### config.mk
export PLATFORM = sky130hd
export DESIGN_NAME = dual_lane_sat
export DESIGN_NICKNAME = d
export VERILOG_FILES = /design/src/rtl/dls_pkg.sv /design/src/rtl/sat_lane_clamp.sv /design/src/rtl/sat_sticky_flag.sv /design/src/rtl/dual_lane_sat.sv
export SDC_FILE = /design/constraint.sdc
export NUM_CORES = 1
export LEC_CHECK = 0
export CAP_MARGIN = 25
export CORE_AREA = 2 2 107 109
export DETAILED_ROUTE_END_ITERATION = 12
export DIE_AREA = 0 0 109 111
export SLEW_MARGIN = 20
export SYNTH_ARGS = -nofsm -noshare
export SYNTH_HDL_FRONTEND = slang
export SYNTH_SLANG_ARGS = --single-unit
### constraint.sdc
create_clock -name clk -period 10.5 [get_ports clk]
set_clock_uncertainty 0.05 [all_clocks]
set_input_delay 1.575 -clock clk [delete_from_list [all_inputs] [get_ports clk]]
set_output_delay 1.575 -clock clk [all_outputs]
set_load 0.01 [all_outputs]
### src/rtl/dls_pkg.sv
package dls_pkg;
  localparam int unsigned LANE_W = 16;
  localparam int unsigned LANES  = 2;
  localparam int unsigned IMM_W  = 4;
  localparam int unsigned WORD_W = LANE_W * LANES;

  typedef enum logic {
    SAT_SIGNED   = 1'b0,
    SAT_UNSIGNED = 1'b1
  } sat_mode_e;
endpackage

### src/rtl/sat_lane_clamp.sv
module sat_lane_clamp #(
  parameter int unsigned LANE_W = 16,
  parameter int unsigned IMM_W  = 4
) (
  input  logic [LANE_W-1:0] lane_in,
  input  dls_pkg::sat_mode_e mode,
  input  logic [IMM_W-1:0]  imm,
  output logic [LANE_W-1:0] lane_out,
  output logic              lane_ovf
);
  // The upper limit 2^imm - 1 is the same in both modes. Only the lower
  // limit changes: -2^imm, written as ~upper, in signed mode, and 0 in
  // unsigned mode. With 2^IMM_W == LANE_W every limit fits a signed lane.
  logic [LANE_W-1:0] upper_pat;
  logic [LANE_W-1:0] lower_pat;
  logic              above;
  logic              below;

  always_comb begin
    upper_pat = ~({LANE_W{1'b1}} << imm);
    lower_pat = (mode == dls_pkg::SAT_UNSIGNED) ? '0 : ~upper_pat;
    above     = $signed(lane_in) > $signed(upper_pat);
    below     = $signed(lane_in) < $signed(lower_pat);
    if (above)      lane_out = upper_pat;
    else if (below) lane_out = lower_pat;
    else            lane_out = lane_in;
    lane_ovf = above | below;
  end
endmodule

### src/rtl/sat_sticky_flag.sv
module sat_sticky_flag (
  input  logic clk,
  input  logic rst,
  input  logic clear,
  input  logic set,
  output logic flag
);
  always_ff @(posedge clk) begin
    if (rst)        flag <= 1'b0;
    else if (clear) flag <= 1'b0;
    else if (set)   flag <= 1'b1;
  end
endmodule

### src/rtl/dual_lane_sat.sv
module dual_lane_sat
  import dls_pkg::*;
#(
  parameter int unsigned P_LANE_W = dls_pkg::LANE_W,
  parameter int unsigned P_LANES  = dls_pkg::LANES,
  parameter int unsigned P_IMM_W  = dls_pkg::IMM_W,
  localparam int unsigned P_WORD_W = P_LANE_W * P_LANES
) (
  input  logic                clk,
  input  logic                rst,
  input  logic                in_valid,
  input  logic                cond_pass,
  input  logic                mode_uns,
  input  logic [P_IMM_W-1:0]  sat_imm,
  input  logic [P_WORD_W-1:0] src_word,
  input  logic                q_clear,
  output logic [P_WORD_W-1:0] result,
  output logic                q_flag
);
  sat_mode_e           mode;
  logic [P_WORD_W-1:0] packed_next;
  logic [P_LANES-1:0]  lane_ovf;
  logic                fire;

  assign mode = sat_mode_e'(mode_uns);
  assign fire = in_valid & cond_pass;

  for (genvar g = 0; g < P_LANES; g++) begin : g_lane
    sat_lane_clamp #(
      .LANE_W (P_LANE_W),
      .IMM_W  (P_IMM_W)
    ) u_clamp (
      .lane_in  (src_word[g*P_LANE_W +: P_LANE_W]),
      .mode     (mode),
      .imm      (sat_imm),
      .lane_out (packed_next[g*P_LANE_W +: P_LANE_W]),
      .lane_ovf (lane_ovf[g])
    );
  end

  always_ff @(posedge clk) begin
    if (rst)       result <= '0;
    else if (fire) result <= packed_next;
  end

  sat_sticky_flag u_q (
    .clk   (clk),
    .rst   (rst),
    .clear (q_clear),
    .set   (fire & (|lane_ovf)),
    .flag  (q_flag)
  );
endmodule

==> summary by stage <==
Clock network
The CTS tree is yes. The post-CTS repair timing setup buffer count is 0. The TritonCTS sink count is 33.

The latest clock arrival within the worst-skew pair is 0.27 ns. The total clock buffers created by CTS is 5. No sink is reached through more buffers than the 2 on the longest clock path.

The library cell used as clock root buffer is clkbuf_16. The number of gates resized after CTS was 0. The number of hold-repair buffers added at the cts stage is 0.

The H-tree generated during clock tree synthesis spans 2 levels. The clock-pin slew reported for the worst setup and hold paths after clock tree synthesis is 0.06 ns.

STA
For the pin with the worst max-slew slack, the measured transition is 0.891 ns. Setup total negative slack on the finished layout was measured at 0 ns. Derived from the worst setup path, the maximum achievable clock frequency is 179 MHz. The worst-case hold slack is 0.413 ns. Headroom to the max-slew limit came out at 40.4%. The final-report hold violation count is 0.

The final-report max-slew violation count is 0. Setup repair after global routing left no endpoint under its margin. For the finished layout, the period the worst path requires is 5.59 ns. The final critical path takes up 53.3% of the cycle.

Setup violations remaining at the end of the flow were counted as 0.

Placement
The congestion estimate from routability-driven global placement came to 0.895. The placed cell count is 572. Buffers placed on the I/O ports in this run total 74. After legalization and detailed placement, the total HPWL measured 8610 um.

Yosys
After synthesis the cells add up to 3200 um2. Averaged over all synthesized cells, the footprint is 8.63 um2. Sequential cells were found to cover 20.6% of the synthesized design area. The number of flip-flops and latches in the synthesized netlist is 33. After synthesis, the netlist uses 53 different library cells. Counting flops with an async set or reset pin after synthesis yields a share of 0%. The synthesized design contains 0 enable-type register cells. Counting every net in the synthesized netlist gives 467. The most used flip-flop cell after synthesis is dfxtp_1. In the synthesized netlist, the number of instances is 371. For this run, the number of Yosys warnings is 0.

Pwr
VDD sags by at most 64.4 uV. The leakage component of the power is 1.65 nW. The total design power is 0.000450 W. The cell area power density is 107 nW/um2.

Critical path
The worst-path maximum fanout is 16. The endpoint arrival time on the critical path is 5.72 ns. The data required time of the critical path is 10.63 ns.

The worst setup path is launched from a primary input. The worst reg-to-reg path cell count is 3. The critical path is of the primary input to flip-flop type. STA classifies the critical path endpoint as a flip-flop.

Die
The floorplan step defined a die boundary enclosing 12100 um2. Pin placement for this block handled 75 I/O pins. The die outline height is 111 um. The starting density of the core is 28.9%. The core area is 11100 um2.

After floorplanning, the core was divided into 39 placement rows. The die is 109 um wide.

Flow run
The max-capacitance violation count is 0.

Drt
The violation count after the first detailed-route iteration is 167. The detailed-route wire length is 11000 um. The number of iterations in the first detailed-routing pass is 6. Dividing the detail-routed wire length by the instance count gives 19.0 um. In the routed layout, each cell is associated on average with a via count of 5.64.

The detail route stage leaves a number of antenna-violating nets equal to 0. For this run, design rule violations remaining after detail routing come to 0. The via count is 3271.

Global routing
The remaining global-route overflow is 0. Entering global routing, the biggest net connects 33 pins. The initial antenna violation count was 0. The total routing resource utilization after global routing is 18.8%. The via count of the first global-routing pass is 3446. The first-pass GRT wire length is 17800 um.

Cells and area
The antenna diode instance count is 0. The post-layout net count is 532. The final design utilization is 38.0%. The number of standard cells in the final layout excluding fillers is 580. The area growth from synthesis to layout is 31.3%. The layout cell share with drive strength beyond 1 is 6.41%.

Worst hold path
The worst hold path was traced through 2 stages. The min-delay analysis places its worst path in the category flip-flop to flip-flop.

Outcome
The run finished with clean final reports.
cells in the mapped netlist (all sizes together), types with 2 or more instances:
master  count  area, um2
o211ai      3       22.5
a21o        7       52.6
o21ai      12       60.1
nand3       9       45.0
clkbuf     11       41.3
nor3        5       36.3
a211oi      4       30.0
xnor2       3       26.3
o21a        2       15.0
a31oi       8       50.1
dfxtp      33        661
a211o       2       17.5
o221ai     31        328
a21boi      2       15.0
nor2       17       71.3
nor4        2       18.8
ha         54        676
o41ai       2       36.3
o31ai       3       22.5
nand4       5       31.3
or3         3       18.8
inv        23       86.3
and2        7       43.8
a21oi      23        115
and4        2       17.5
mux2i      32        320
buf         7       48.8
nand2      44        165
path summary, 6_finish.rpt:
path                                  from         end  slack (ns)
worst min-delay path            result[15]  result[15]        0.41
worst max register to register    u_q.flag    u_q.flag        9.46
worst min register to register  result[15]  result[15]        0.41
worst max-delay path            sat_imm[0]  result[20]        4.91
flip-flops by register name (all words and copies together), names as in the netlist:
register / flops
result: 32
u_q.flag: 1
layer usage:
layer  vias to the layer above  share of wire (%)  global-route usage, %  wire (um)
met5                         -                  0                      0          0
met4                         0                2.7                   5.90        293
met3                        24                5.6                   3.47        621
met2                       118                 49                   32.3       5420
met1                      1569                 42                   23.2       4680
li1                       1560                  -                      -          -
report_power, final:
group	internal, W	leakage (nW)	switching, W
clock network	0.0000871	0.0696	0.0000602
logic	0.0000755	1.31	0.0000884
registers	0.000134	0.269	0.00000494
layout make-up:
| type | instances | area (um2) |
|---|---|---|
| Sequential cell | 33 | 661 |
| Inverter | 23 | 86.3 |
| Clock buffer | 5 | 125 |
| Multi-Input combinational cell | 297 | 2380 |
| Timing Repair Buffer | 76 | 756 |
| Fill cell | 1126 | 6870 |
| Clock inverter | 3 | 17.5 |
| Tap cell | 143 | 179 |
through the flow:
stage	setup slack (ns)	cell area (um2)
global placement	4.36	4050
detailed placement	4.63	4060
CTS	4.92	4210
finish	4.91	4210
floorplan	5.92	3200
global route	4.60	4210
layout by cell type (no fill, tap or decap), types with 4 or more instances in the layout:
cell,instances
clkbuf_16,5
nand2_1,44
a21oi_1,22
nor3_1,4
and2_1,7
nand4_1,5
o21ai_0,11
o221ai_2,9
o221ai_1,22
dfxtp_1,33
nor2_1,16
nand3_1,9
clkdlybuf4s50_1,74
a211oi_1,4
mux2i_1,32
ha_1,54
inv_1,21
a31oi_1,8
a21o_1,7
logic make-up after synthesis:
| family | after synthesis | synth area share (%) |
|---|---|---|
| and+or+nand+nor | 98 | 14.9 |
| DFF | 33 | 20.6 |
| AOI/OAI and AO/OA | 109 | 26.8 |
| muxes | 32 | 10.0 |
| adders and majority gates | 54 | 21.1 |
| buffers and inverters | 41 | 5.51 |
| xor gates and xnor gates | 4 | 1.09 |
worst max-delay path, cell delays in order:
cell             delay (ns)
clkdlybuf4s50_1        0.75
and2_1                 0.40
o21ai_0                0.65
ha_1                   0.38
nand4_1                0.18
nor2_1                 0.07
a221o_1                0.31
o31ai_1                0.38
nand2_1                0.60
o221ai_1               0.39
Power figures use the tool's default switching activity.
